--- src/rtl/adp_pwr_pkg.sv ---
package adp_pwr_pkg;

   // State codes are visible on seq_state; values are part of the interface.
   typedef enum logic [2:0] {
      ST_IDLE   = 3'd0,
      ST_SETTLE = 3'd1,
      ST_READ   = 3'd2,
      ST_RAMP   = 3'd3,
      ST_ON     = 3'd4,
      ST_BLOCK  = 3'd5,
      ST_UOFF   = 3'd6
   } seq_st_e;

endpackage

--- src/rtl/adp_pwr_sync.sv ---
module adp_pwr_sync #(
   parameter int   STAGES  = 2,
   parameter logic RST_VAL = 1'b1
) (
   input  logic clk,
   input  logic rst_n,
   input  logic d,
   output logic q
);

   if (STAGES < 1) begin : g_bad_stages
      $error("adp_pwr_sync: STAGES must be at least 1");
   end

   logic [STAGES-1:0] chain;

   for (genvar i = 0; i < STAGES; i++) begin : g_stage
      if (i == 0) begin : g_first
         always_ff @(posedge clk or negedge rst_n) begin
            if (!rst_n) chain[0] <= RST_VAL;
            else        chain[0] <= d;
         end
      end else begin : g_next
         always_ff @(posedge clk or negedge rst_n) begin
            if (!rst_n) chain[i] <= RST_VAL;
            else        chain[i] <= chain[i-1];
         end
      end
   end

   assign q = chain[STAGES-1];

endmodule

--- src/rtl/adp_pwr_timer.sv ---
module adp_pwr_timer #(
   parameter int W = 8
) (
   input  logic         clk,
   input  logic         rst_n,
   input  logic         load,
   input  logic [W-1:0] load_val,
   input  logic         run,
   output logic         zero
);

   logic [W-1:0] cnt;

   always_ff @(posedge clk or negedge rst_n) begin
      if (!rst_n)                   cnt <= '0;
      else if (load)                cnt <= load_val;
      else if (run && cnt != '0)    cnt <= cnt - W'(1);
   end

   assign zero = (cnt == '0);

endmodule

--- src/rtl/adp_pwr_seq.sv ---
module adp_pwr_seq
   import adp_pwr_pkg::*;
#(
   parameter int ID_W           = 8,
   parameter int MAIN_RAILS     = 3,
   parameter int IO_W           = 4,
   parameter int SETTLE_W       = 16,
   parameter int TIMEOUT_CYCLES = 1024,
   parameter int SYNC_STAGES    = 2
) (
   input  logic                  clk,
   input  logic                  rst_n,
   input  logic                  mod_id_n,
   input  logic [ID_W-1:0]       cfg_exp_id,
   input  logic                  cfg_load,
   input  logic                  usr_pwr_off,
   input  logic [SETTLE_W-1:0]   settle_cycles,
   output logic                  id_req,
   input  logic                  id_vld,
   input  logic [ID_W-1:0]       id_data,
   output logic                  id_rail_en,
   output logic [MAIN_RAILS-1:0] main_rail_en,
   output logic [IO_W-1:0]       io_oe,
   output logic [2:0]            seq_state,
   output logic [ID_W-1:0]       last_id,
   output logic                  id_match,
   output logic                  user_off,
   output logic                  id_timeout
);

   localparam int TO_W = $clog2(TIMEOUT_CYCLES + 1);

   if (ID_W < 1 || MAIN_RAILS < 1 || IO_W < 1 || SETTLE_W < 1) begin : g_bad_width
      $error("adp_pwr_seq: widths and counts must be at least 1");
   end
   if (TIMEOUT_CYCLES < 1) begin : g_bad_timeout
      $error("adp_pwr_seq: TIMEOUT_CYCLES must be at least 1");
   end
   if (SYNC_STAGES < 1) begin : g_bad_sync
      $error("adp_pwr_seq: SYNC_STAGES must be at least 1");
   end

   seq_st_e st_q, st_d;
   logic    mod_id_s, present;
   logic    enter_settle, enter_read;
   logic    settle_zero, to_zero;
   logic    id_ok;
   logic    rail_id_on, rail_main_on, rail_io_on;

   // presence line crosses in from the connector
   adp_pwr_sync #(.STAGES(SYNC_STAGES), .RST_VAL(1'b1)) u_sync (
      .clk   (clk),
      .rst_n (rst_n),
      .d     (mod_id_n),
      .q     (mod_id_s)
   );
   assign present = ~mod_id_s;
   assign id_ok   = (id_data == cfg_exp_id);

   // next-state: removal beats reload, reload beats user power-down
   always_comb begin
      st_d         = st_q;
      enter_settle = 1'b0;
      if (!present) begin
         st_d = ST_IDLE;
      end else if (cfg_load) begin
         st_d         = ST_SETTLE;
         enter_settle = 1'b1;
      end else if (usr_pwr_off && st_q != ST_IDLE) begin
         st_d = ST_UOFF;
      end else begin
         case (st_q)
            ST_IDLE: begin
               st_d         = ST_SETTLE;
               enter_settle = 1'b1;
            end
            ST_SETTLE: if (settle_zero) st_d = ST_READ;
            ST_READ: begin
               if (id_vld)       st_d = id_ok ? ST_RAMP : ST_BLOCK;
               else if (to_zero) st_d = ST_BLOCK;
            end
            ST_RAMP: st_d = ST_ON;
            default: st_d = st_q;
         endcase
      end
   end

   assign enter_read = (st_d == ST_READ) && (st_q != ST_READ);

   always_ff @(posedge clk or negedge rst_n) begin
      if (!rst_n) st_q <= ST_IDLE;
      else        st_q <= st_d;
   end

   adp_pwr_timer #(.W(SETTLE_W)) u_settle (
      .clk      (clk),
      .rst_n    (rst_n),
      .load     (enter_settle),
      .load_val (settle_cycles),
      .run      (st_q == ST_SETTLE),
      .zero     (settle_zero)
   );

   adp_pwr_timer #(.W(TO_W)) u_timeout (
      .clk      (clk),
      .rst_n    (rst_n),
      .load     (enter_read),
      .load_val (TO_W'(TIMEOUT_CYCLES)),
      .run      (st_q == ST_READ),
      .zero     (to_zero)
   );

   // status flags
   always_ff @(posedge clk or negedge rst_n) begin
      if (!rst_n) begin
         last_id    <= '0;
         id_match   <= 1'b0;
         user_off   <= 1'b0;
         id_timeout <= 1'b0;
      end else if (enter_settle || st_d == ST_IDLE) begin
         id_match   <= 1'b0;
         user_off   <= 1'b0;
         id_timeout <= 1'b0;
      end else begin
         if (st_q == ST_READ && id_vld) begin
            last_id  <= id_data;
            id_match <= id_ok;
         end else if (st_q == ST_READ && st_d == ST_BLOCK) begin
            id_timeout <= 1'b1;
         end
         if (st_d == ST_UOFF) user_off <= 1'b1;
      end
   end

   // rail decode from the registered state only
   always_comb begin
      rail_id_on   = 1'b0;
      rail_main_on = 1'b0;
      rail_io_on   = 1'b0;
      case (st_q)
         ST_SETTLE, ST_READ: rail_id_on = 1'b1;
         ST_RAMP: begin
            rail_id_on   = 1'b1;
            rail_main_on = 1'b1;
         end
         ST_ON: begin
            rail_id_on   = 1'b1;
            rail_main_on = 1'b1;
            rail_io_on   = 1'b1;
         end
         default: ;
      endcase
   end

   for (genvar r = 0; r < MAIN_RAILS; r++) begin : g_rail
      assign main_rail_en[r] = rail_main_on;
   end
   for (genvar b = 0; b < IO_W; b++) begin : g_oe
      assign io_oe[b] = rail_io_on;
   end

   assign id_rail_en = rail_id_on;
   assign id_req     = (st_q == ST_READ);
   assign seq_state  = st_q;

endmodule

--- config.mk ---
export PLATFORM = sky130hd
export DESIGN_NAME = adp_pwr_seq
export DESIGN_NICKNAME = d
export VERILOG_FILES = /design/src/rtl/adp_pwr_pkg.sv /design/src/rtl/adp_pwr_sync.sv /design/src/rtl/adp_pwr_timer.sv /design/src/rtl/adp_pwr_seq.sv
export SDC_FILE = /design/constraint.sdc
export NUM_CORES = 1
export LEC_CHECK = 0
export ABC_AREA = 1
export BUFFER_PORTS_ARGS = -buffer_cell sky130_fd_sc_hd__buf_2
export CAP_MARGIN = 25
export CORE_MARGIN = 1.5
export CORE_UTILIZATION = 60
export DETAILED_ROUTE_END_ITERATION = 10
export PLACE_DENSITY = 0.94
export SYNTH_ARGS = -nofsm -noshare
export SYNTH_HDL_FRONTEND = slang
export SYNTH_HIERARCHICAL = 1
export SYNTH_SLANG_ARGS = --single-unit
--- constraint.sdc ---
create_clock -name clk -period 4 [get_ports clk]
set_input_delay 0.2 -clock clk [delete_from_list [all_inputs] [get_ports clk]]
set_output_delay 0.2 -clock clk [all_outputs]
set_load 0.05 [all_outputs]
# Word-level counts from Yosys, hierarchy flattened
# Cells that the tools add are included.
# Widths: inputs -> output; s select.
dict set report word_totals {
  in_bits 38
  output_inout_bits 23
  wordCells 71
  regBits 43
}
dict set report classes {
  bitwise_logic 1
  add_sub_neg 2
  n_reduce_logical 23
  mux 26
  eq_ne 10
}
# op count
set ops {}
lappend ops {{$mux 16} 2}
lappend ops {{$mux 11} 2}
lappend ops {{$mux 3} 7}
lappend ops {{$logic_not 16->1} 1}
lappend ops {{$reduce_bool 16->1} 1}
lappend ops {{$sub 16x1->16 const B} 1}
lappend ops {{$mux 1} 14}
lappend ops {{$pmux 3 s4} 1}
lappend ops {{$logic_not 11->1} 1}
lappend ops {{$reduce_bool 11->1} 1}
lappend ops {{$sub 11x1->11 const B} 1}
lappend ops {{$reduce_bool 2->1} 5}
lappend ops {{$eq 3x2->1 const B} 3}
lappend ops {{$eq 3x3->1 const B} 3}
lappend ops {{$eq 8x8->1} 1}
lappend ops {{$logic_and 1x1->1} 6}
lappend ops {{$logic_not 3->1} 2}
lappend ops {{$reduce_and 2->1} 2}
lappend ops {{$reduce_or 4->1} 1}
lappend ops {{$eq 3x1->1 const B} 1}
lappend ops {{$ne 3x2->1 const B} 1}
lappend ops {{$reduce_bool 3->1} 1}
lappend ops {{$ne 2x2->1 const B} 1}
lappend ops {{$reduce_or 2->1} 1}
lappend ops {{other kinds (2)} 2}

# Longest topological paths before layout
# Gate-level depths: netlist (run 1).
dict set report depth {
  depth_word 12
  depth_mapped 21
  ltp_nobuf 20
}

# By module
# Netlist (run 1), hierarchy kept.
# mod n_inst area_per_inst_um2 seq_area_each_um2 cells_each
set by_module_without_submodules {}
lappend by_module_without_submodules {{adp_pwr_timer at u_settle} 1 1255.0 400.4 183}
lappend by_module_without_submodules {adp_pwr_seq 1 978.4 350.3 140}
lappend by_module_without_submodules {{adp_pwr_timer at u_timeout} 1 879.6 275.3 139}
lappend by_module_without_submodules {adp_pwr_sync 1 52.6 52.6 2}

# Least setup slack after synthesis (run 1)
# Ideal clock, no wire load.
dict set report synth_timing {
  path_type {register to register}
  startpoint {register st_q[1], in the netlist seq_state[1]}
  endpoint {register u_timeout.cnt[1]}
  setup_slack_ps 1382
  path_stages_with_launch 13
  required_time_ps 3882
  t_arrival_ps 2500
  period_less_slack_ps 2618
  path_buffers 1
  setup_ps 118
  cell_sequence {dfrtp_1 > inv_2 > nor3_4 > nand2_1 > nand2_1 > nand2_1 > nor2_2 > nand2_1 > nor2_1 > clkbuf_1 > o21ai_0 > nand2_2 > o21ai_2}
}
dict set report synth_between {
  word_cells_on_any_way 19
  cone_classes {eq/ne (5); mux (8); reduce/logical (6)}
}
# element line_no
set synth_lines {}
lappend synth_lines {{start, declared} adp_pwr_seq.sv:43} ;# seq_st_e st_q, st_d;
lappend synth_lines {{start signal, assigned} adp_pwr_seq.sv:92} ;# else st_q <= st_d;
lappend synth_lines {{$eq 3x2->1 (*)} -}
lappend synth_lines {{named net id_req} adp_pwr_seq.sv:18} ;# output logic id_req,
lappend synth_lines {{$pmux 3 s4 (*)} adp_pwr_seq.sv:72} ;# case (st_q)
lappend synth_lines {{$mux 3 (*)} adp_pwr_seq.sv:69} ;# end else if (usr_pwr_off && st_q != ST_IDLE) begin
lappend synth_lines {{$mux 3 (*)} adp_pwr_seq.sv:66} ;# end else if (cfg_load) begin
lappend synth_lines {{$mux 3 (*)} adp_pwr_seq.sv:64} ;# if (!present) begin
lappend synth_lines {{named net st_d[1]} adp_pwr_seq.sv:43}
lappend synth_lines {{$eq 3x2->1 (*)} adp_pwr_seq.sv:88} ;# assign enter_read = (st_d == ST_READ) && (st_q != ST_READ);
lappend synth_lines {{$logic_and 1x1->1 (*)} adp_pwr_seq.sv:88}
lappend synth_lines {{named net enter_read} adp_pwr_seq.sv:45} ;# logic enter_settle, enter_read;
lappend synth_lines {{$mux 11 or $reduce_bool 2->1 (tied branches)} -}
lappend synth_lines {{end signal, assigned} adp_pwr_timer.sv:16} ;# else if (load) cnt <= load_val;
lappend synth_lines {{end signal, assigned} adp_pwr_timer.sv:17} ;# else if (run && cnt != '0) cnt <= cnt - W'(1);
lappend synth_lines {{end, declared} adp_pwr_timer.sv:12} ;# logic [W-1:0] cnt;
# The timed path passes the listed nets; every way through them passes the cells marked *.
# A chain may end at the register's enable or synchronous reset.

# Worst setup path after layout (run 1)
dict set report layout_timing {
  startpoint {register u_settle.cnt[0]}
  endpoint {register u_timeout.cnt[7]}
}
dict set report layout_between {
  elab_chain_len 9
  word_cells_on_any_way 10
  cone_classes {eq/ne (1); mux (6); reduce/logical (3)}
}
# element line_no
set layout_rtl {}
lappend layout_rtl {{start, declared} adp_pwr_timer.sv:12}
lappend layout_rtl {{start signal, assigned} adp_pwr_timer.sv:16}
lappend layout_rtl {{start signal, assigned} adp_pwr_timer.sv:17}
lappend layout_rtl {{$logic_not 16->1 (*)} adp_pwr_timer.sv:20} ;# assign zero = (cnt == '0);
lappend layout_rtl {{named net settle_zero} adp_pwr_seq.sv:46} ;# logic settle_zero, to_zero;
lappend layout_rtl {{$mux 3 (*)} adp_pwr_seq.sv:77} ;# ST_SETTLE: if (settle_zero) st_d = ST_READ;
lappend layout_rtl {{$pmux 3 s4 (*)} adp_pwr_seq.sv:72}
lappend layout_rtl {{$mux 3 (*)} adp_pwr_seq.sv:69}
lappend layout_rtl {{$mux 3 (*)} adp_pwr_seq.sv:66}
lappend layout_rtl {{$mux 3 (*)} adp_pwr_seq.sv:64}
lappend layout_rtl {{named net st_d[1]} adp_pwr_seq.sv:43}
lappend layout_rtl {{$eq 3x2->1 (*)} adp_pwr_seq.sv:88}
lappend layout_rtl {{$logic_and 1x1->1 (*)} adp_pwr_seq.sv:88}
lappend layout_rtl {{named net enter_read} adp_pwr_seq.sv:45}
lappend layout_rtl {{$mux 11 or $reduce_bool 2->1 (tied branches)} -}
# Marks and branches as above.

==> results.md, run 1 <==
- Pwr dens: 499 nW/µm²
- CP Capture Type: flip-flop
- Worst rel slew slack: 0.555
- Worst Path Max Fanout: 13
- Final core occ: 0.711
- Initial antenna violation count: 0
- Yosys top cell area share: 0.324
- Row count: 26
- Initial core utilization: 0.620
- Endpoints failing hold: 0
- Post-synthesis cell area: 3170 µm²
- Routed wire length: 7.01 mm
- Fmax: 325 MHz
- Largest net degree at the start of global routing: 44
- Die height: 75.6 µm
- Worst-Margin Slew: 0.667 ns
- Leak Pwr: 1.98 nW
- Die width: 75.6 µm
- Total power: 1.81 mW
- Vias: 3037
- Clock buffer depth: 2
- Cells taking the most area after synthesis: dfrtp_1 (32%), nand2_1 (18%), nand3_1 (6.8%)
- Dominant cell type by area after synthesis: dfrtp_1
- Iter 0 DRT Violations: 170
- Ant. Diodes: 0
- I/O Buffers: 60
- Max H-tree Level: 2
- VDD IR-drop max: 0.274 mV
- Cells after DPL: 588
- Clk sink count: 43
- IO Count: 61
- Final Non-Filler Cells: 599
- Vias in the first global route: 2807
- Syn avg cell area: 6.82 µm²
- Post-synthesis sequential element count: 43
- Clock Skew: 0.00848 ns
- CP arrival: 3.28 ns
- Post-layout nets: 568
- Final slew viol count: 0
- Critical path class: flip-flop to flip-flop
- Via density: 5.07
- Area delta synth->final: 14.7%
- Synthesized instance count: 464
- Filler Cells Inserted: 413
- Clock Latency Late Sink: 0.31 ns
- Residual DRC: 0
- Root Buffer Master: clkbuf_8
- Max-cap violations: 0
- CTS resizes: 0
- Storage element area: 1080 µm²
- Drt pass-1 iters: 4
- Syn. warnings: 6
- Gp weighted congestion: 0.897
- Full die area: 5720 µm²
- First-pass GRT wire length: 11.4 mm
- CP max-delay cell: dfrtp_1
- Netlist cell types: 37
- Worst-path clk slew: 0.09 ns
- Area occupied by multi-input gates: 1770 µm²
- Min Clock Period, post-route: 3.08 ns
- Global route overflow: 0
- Setup TNS: 0 ns
- Crit path largest cell delay: 0.39 ns
- Placement Setup Slack: 0.993 ns
- TritonCTS clock tree: built
- CP startpoint kind: flip-flop
- Final setup fails: 0
- Antenna-violating nets left: 0
- Status: finished clean
- Hold Path Class: input pin to flip-flop
- Setup WS post-layout: 0.922 ns
- Tcrit/Tclk final: 0.769
- Register area share after synthesis: 0.341
- Share of cells above drive strength 1: 0.272
- Avg WL per Cell: 11.7 µm
- CP cell instances: inv_1 > ha_1 > inv_1 > nor2_2 > nand3_1 > nor2_2 > nand2_1 > nor4_2 > a221oi_1 > nand2_1 > nand2_1 > nor2_2 > nand2_1 > nor2_1 > buf_4 > inv_1 > or2_2 > nand3_2 > nand2_1
- Detail Placement HPWL: 5.38 mm
- WP data required: 4.20 ns
- CP dominant cell by count: nand2_1
- Core area: 5110 µm²
- GR Util All Layers: 0.259
- TritonCTS buffer count: 5
- RSZ-0062 raised after global routing: no
## final cells by class
class / instances / share of cell area
clock inverter: 3 / 0.0121
inverter: 63 / 0.0652
clock buffer: 5 / 0.0190
tap: 70 / 0.0241
multi-input combinational: 351 / 0.487
timing repair buffer: 64 / 0.0958
sequential: 43 / 0.297
## report_power, final
part           switching (mW)  leakage (nW)  total, mW  internal, mW
Sequential              0.133         0.537      0.678         0.545
Clock                   0.156        0.0581      0.342         0.186
Combinational           0.523          1.39      0.793         0.269
Total                   0.813          1.98       1.81          1.00
## logic make-up (layout without fill, tap and decap cells)
kind of cell    Yosys count  after routing  share of synthesized area
compound gates           39             39                     0.0834
fa+ha+maj                 2              2                    0.00790
simple gates            290            290                      0.429
other cells               2             11                    0.00237
xor+xnor                  9              9                     0.0249
buf+inv                  79            135                      0.112
flops                    43             43                      0.341
## cell usage in the layout, fill, tap and decap left out, drive strengths merged
master       instances
a211oi               1
a21oi               12
a221oi               1
a31oi                1
a32o                 1
buf                 62
bufinv               1
clkbuf               5
clkinv               2
conb                11
dfrtp               41
dfstp                2
dlygate4sd3          2
ha                   2
inv                 63
nand2              164
nand3               48
nand3b               1
nand4                1
nor2                66
nor3                 2
nor4                 1
o21ai               21
o21bai               1
o22ai                1
or2                  7
xnor2                4
xor2                 5
## worst paths after layout
check | startpoint | to | slack, ns | depth (start not counted)
worst max-delay path | u_settle/cnt[0]$_DFFE_PN0P_ | u_timeout/cnt[7]$_DFFE_PN0P_ | 0.92 | 19
min in group asynchronous | rst_n | u_settle/cnt[9]$_DFFE_PN0P_ | 0.22 | 2
max in group asynchronous | rst_n | u_sync/chain[0]$_DFF_PN1_ | 3.31 | 3
worst min-delay path | id_data[3] | last_id[3]$_DFFE_PN0P_ | 0.11 | 3
worst max register to register | u_settle/cnt[0]$_DFFE_PN0P_ | u_timeout/cnt[7]$_DFFE_PN0P_ | 0.92 | 19
worst min register to register | u_sync/chain[0]$_DFF_PN1_ | u_sync/q$_DFF_PN1_ | 0.36 | 0
## cells in the mapped netlist (all sizes together)
cell,number
nor3,2
o21bai,1
o22ai,1
nand3,48
buf,12
ha,2
dfstp,2
nand2,164
xnor2,4
dfrtp,41
a211oi,1
nor4,1
conb,2
xor2,5
a32o,1
a221oi,1
inv,63
a31oi,1
nand3b,1
or2,7
o21ai,21
nor2,66
a21oi,12
nand4,1
clkbuf,4
## flip-flops by register name, indices dropped and copies added, names as in the netlist
register,flops
u_timeout/cnt,11
last_id,8
u_sync/chain,1
user_off,1
id_timeout,1
u_sync/q,1
id_match,1
seq_state,3
u_settle/cnt,16
## what timing repair did
| item | CTS | global route |
|---|---|---|
| hold buffers | 1 | 1 |
| setup endpoints to repair | 0 | 0 |
| endpoints found under the hold margin | 1 | 41 |
| setup buffers | 0 | 0 |
## routing by layer
layer / GRT usage / vias up / part of all wire / wire (µm)
met1: 0.292 / 1401 / 0.43 / 3030
li1: - / 1548 / - / -
met4: 0.0694 / 0 / 0.015 / 105
met2: 0.482 / 76 / 0.50 / 3530
met3: 0.0661 / 12 / 0.049 / 346
met5: 0 / - / 0 / 0
## per-stage QoR
step	area (µm²)	hold WS [ns]
after floorplan	3200	-0.0956
after detailed placement	3480	0.308
after global placement	3480	0.306
after CTS	3600	0.0768
after global routing	3630	0.122
final	3630	0.113
## worst max-delay path: cells and delay by family (launching register included)
kind | cells | cell delay [ns]
fa+ha+maj | 1 | 0.25
simple gates | 13 | 1.62
buf+inv | 4 | 0.56
compound gates | 1 | 0.13
flops | 1 | 0.39
(Power assumes the default switching activity.)
==> inputs of run 2 (changes only) <==
--- a/config.mk
+++ b/config.mk
@@ -5,13 +5,13 @@
 export SDC_FILE = /design/constraint.sdc
 export NUM_CORES = 1
 export LEC_CHECK = 0
-export ABC_AREA = 1
+export ABC_AREA = 0
 export BUFFER_PORTS_ARGS = -buffer_cell sky130_fd_sc_hd__buf_2
 export CAP_MARGIN = 25
 export CORE_MARGIN = 1.5
-export CORE_UTILIZATION = 60
+export CORE_UTILIZATION = 55
 export DETAILED_ROUTE_END_ITERATION = 10
-export PLACE_DENSITY = 0.94
+export PLACE_DENSITY = 0.89
 export SYNTH_ARGS = -nofsm -noshare
 export SYNTH_HDL_FRONTEND = slang
 export SYNTH_HIERARCHICAL = 1
==> constraint.sdc (replaced) <==
create_clock -name clk -period 2.85 [get_ports clk]
set_input_delay 0.1425 -clock clk [delete_from_list [all_inputs] [get_ports clk]]
set_output_delay 0.1425 -clock clk [all_outputs]
set_load 0.05 [all_outputs]
==> run 2 against run 1 <==
Effect of this change:
- final cell count shrank 26%
- count of clock-buffer cells in the layout grew 2
- critical path depth shrank 6
- via count shrank 15%
- hold slack lost 0.059 ns
- cell area shrank 6.4%
- core utilization shrank 0.11 points
==> results.md, run 2 <==
- Simple-gate share of the synthesized area: 0.263 (-0.166)
- IO Count: 61 (unchanged)
- Syn avg cell area: 9.42 µm² (+38%)
- Ant. Diodes: 0 (unchanged)
- Bufs and invs on worst path: 3 (-1)
- Cells after DPL: 425 (-28%)
- Largest register by flop count: u_settle/cnt
- Gp weighted congestion: 0.866 (-3.5%)
- Setup TNS: 0 ns (unchanged)
- Max-cap violations: 0 (unchanged)
- Post-layout nets: 413 (-27%)
- Initial antenna violation count: 0 (unchanged)
- Synth cell count leaders: dfrtp_1 (41), nor2_1 (29), nand2_1 (26)
- Clock buffer depth: 2 (unchanged)
- Netlist cell types: 67 (+81%)
- Row count: 25 (-3.8%)
- CP cell instances: inv_2 > ha_4 > nor4b_4 > nand4_1 > inv_1 > o21ai_0 > a32oi_1 > o31ai_4 > a2111oi_4 > buf_4 > nand2b_1 > nor2_1 > a211o_1
- Initial core utilization: 0.579 (-0.0412)
- Worst rel slew slack: 0.628 (+0.0734)
- Die width: 74.0 µm (-2.2%)
- Max reg flops: 16 (unchanged)
- CP startpoint kind: flip-flop
- Status: finished clean
- CP arrival: 2.92 ns (-0.36 ns)
- Count leader, synth: dfrtp_1
- Routed wire length: 7.23 mm (+3.1%)
- Final setup fails: 0 (unchanged)
- Placement Setup Slack: 0.0122 ns (-0.981 ns)
- Clock Skew: 0.0122 ns (+0.00369 ns)
- Vias in the first global route: 2505 (-11%)
- Worst Path Max Fanout: 6 (-7)
- Critical path class: flip-flop to flip-flop
- Endpoints failing hold: 0 (unchanged)
- Full die area: 5470 µm² (-4.4%)
- Synthesized instance count: 294 (-37%)
- Register area share after synthesis: 0.390 (+0.0488)
- Area delta synth->final: 22.6%
- Largest net degree at the start of global routing: 44 (unchanged)
- Min Clock Period, post-route: 2.74 ns (-0.338 ns)
- Critical path depth: 13 (-6)
- Core area: 4790 µm² (-6.3%)
- Final Non-Filler Cells: 441 (-26%)
- WHS Path Cells: 3 (unchanged)
- Synth Area in Adders: 0.00904 (+0.00113)
- Final slew viol count: 0 (unchanged)
- Residual DRC: 0 (unchanged)
- Most frequent cells in the layout: buf_2 (60), dfrtp_1 (41), nor2_1 (29)
- Max H-tree Level: 2 (unchanged)
- Antenna-violating nets left: 0 (unchanged)
- Clk sink count: 43 (unchanged)
- Avg WL per Cell: 16.4 µm (+40%)
- Filler Cells Inserted: 347 (-16%)
- TritonCTS clock tree: built
- Vias: 2590 (-15%)
- Drt pass-1 iters: 4 (unchanged)
- GR Util All Layers: 0.260 (+0.00103)
- CP max-delay cell: dfrtp_1
- Top FF cell, synth: dfrtp_1
- Worst path top cell family by delay: compound AO/OA/AOI/OAI gates
- Via density: 5.87 (+16%)
- Share of cells above drive strength 1: 0.329 (+0.0567)
- Worst-path clk slew: 0.08 ns (about the same)
- Fmax: 365 MHz (+12%)
- Dominant cell type by area after synthesis: dfrtp_1
- Root Buffer Master: clkbuf_8
- Clock Latency Late Sink: 0.30 ns (about the same)
- VDD IR-drop max: 0.412 mV (+50%)
- Crit path largest cell delay: 0.42 ns (+0.03 ns)
- XOR/XNOR share of the synthesized area: 0.0474 (+0.0225)
- Global route overflow: 0 (unchanged)
- Detail Placement HPWL: 4.92 mm (-8.6%)
- Syn. warnings: 6 (unchanged)
- Mux cell area share after synthesis: 0.0520 (+0.0520)
- Iter 0 DRT Violations: 146 (-14%)
- Largest registers: u_settle/cnt: 16 flops, u_timeout/cnt: 11 flops, last_id: 8 flops
- Most common cell after layout, fill and taps aside: buf_2
- CP Capture Type: flip-flop
- Setup WS post-layout: 0.110 ns (-0.812 ns)
- Post-synthesis sequential element count: 43 (unchanged)
- Worst-Margin Slew: 0.544 ns (-0.123 ns)
- I/O Buffers: 60 (unchanged)
- Hold Path Class: input pin to flip-flop
- TritonCTS buffer count: 5 (unchanged)
- Post-synthesis compound-gate area fraction: 0.181 (+0.0974)
- Register-to-Register Path Depth: 13 (-6)
- Cells taking the most area after synthesis: dfrtp_1 (37%), xnor2_1 (4.4%), mux2_2 (4.1%)
- Die height: 74.0 µm (-2.2%)
- WP data required: 3.03 ns (-1.17 ns)
- FFs w/ async S/R, synth: 1.00 (unchanged)
- Fin Hold WS: 0.0539 ns (-0.0591 ns)
- Pwr dens: 559 nW/µm² (+12%)
- Yosys top cell area share: 0.371 (+0.0464)
- First-pass GRT wire length: 11.0 mm (-4.0%)
- Largest family of logic cells by synthesized area: simple AND/OR/NAND/NOR gates
- Post-synthesis cell area: 2770 µm² (-13%)
- Leak Pwr: 1.46 nW (-26%)
- Tcrit/Tclk final: 0.961 (+0.192)
- Number of synthesized flops with an enable pin: 0 (unchanged)
## run 2: changes by cell type after synthesis, moves of 12 or more
cell,previous run,this run
inv_1,55,11
nor2_2,16,0
nor2_1,46,29
nand2_2,12,0
nand3_1,43,3
nand2_1,148,26
## run 2: cells by family after synthesis
logic type                 count (synthesis)
and+or+nand+nor                          121
AOI/OAI and AO/OA                         70
DFF                                       43
other                                      2
xor gates and xnor gates                  15
buffers and inverters                     28
muxes                                     13
adders and majority gates                  2
## run 2: path summary, 6_finish.rpt
check | slack (ns) | from | end
min in group asynchronous | 0.15 | rst_n | id_match$_DFFE_PN0P_
max in group asynchronous | 2.23 | rst_n | u_sync/chain[0]$_DFF_PN1_
worst max-delay path | 0.11 | u_settle/cnt[1]$_DFFE_PN0P_ | u_timeout/cnt[5]$_DFFE_PN0P_
worst min register to register | 0.36 | u_sync/chain[0]$_DFF_PN1_ | u_sync/q$_DFF_PN1_
worst max register to register | 0.11 | u_settle/cnt[1]$_DFFE_PN0P_ | u_timeout/cnt[5]$_DFFE_PN0P_
worst min-delay path | 0.05 | settle_cycles[2] | u_settle/cnt[2]$_DFFE_PN0P_
## run 2: timing repair
item	CTS	global route
setup endpoints to repair	1	4
endpoints found under the hold margin	1	41
pin swaps	0	3
resized for setup	1	8
buffers inserted	0	4
hold buffers	1	1
cloned	0	1
## run 2: stage by stage
stage	utilization	power [mW]	area (µm²)
floorplan	-	1.29	2810
global placement	0.664	1.44	3180
detailed placement	0.664	1.47	3180
CTS	0.684	1.86	3280
global route	0.710	2.02	3400
finish	0.710	1.90	3400
## run 2: power breakdown
group	switching (mW)	leakage (nW)	internal (mW)	total [mW]
clock network	0.206	0.0422	0.172	0.378
logic	0.343	0.893	0.266	0.609
registers	0.179	0.522	0.733	0.912
total	0.728	1.46	1.17	1.90
## run 2: metal layers
metal,GRT usage,share of wire,up-vias
met2,0.475,0.53,105
met5,0,0,-
li1,-,-,1220
met3,0.0610,0.056,20
met4,0.101,0.025,0
met1,0.290,0.39,1245
## run 2: worst min-delay path: stages
cell and delay (ns):
buf_2 0.07, nand2_1 0.04, o21ai_1 0.06
## run 2: area by class of cell
cell class	count	area, µm²	share of cell area
Clock inverter	1	5.00	0.00147
Clock buffer	7	76.3	0.0225
Inverter	11	41.3	0.0122
Timing Repair Buffer	80	472	0.139
Tap cell	67	83.8	0.0247
Sequential cell	43	1080	0.318
Multi-Input combinational cell	232	1640	0.483
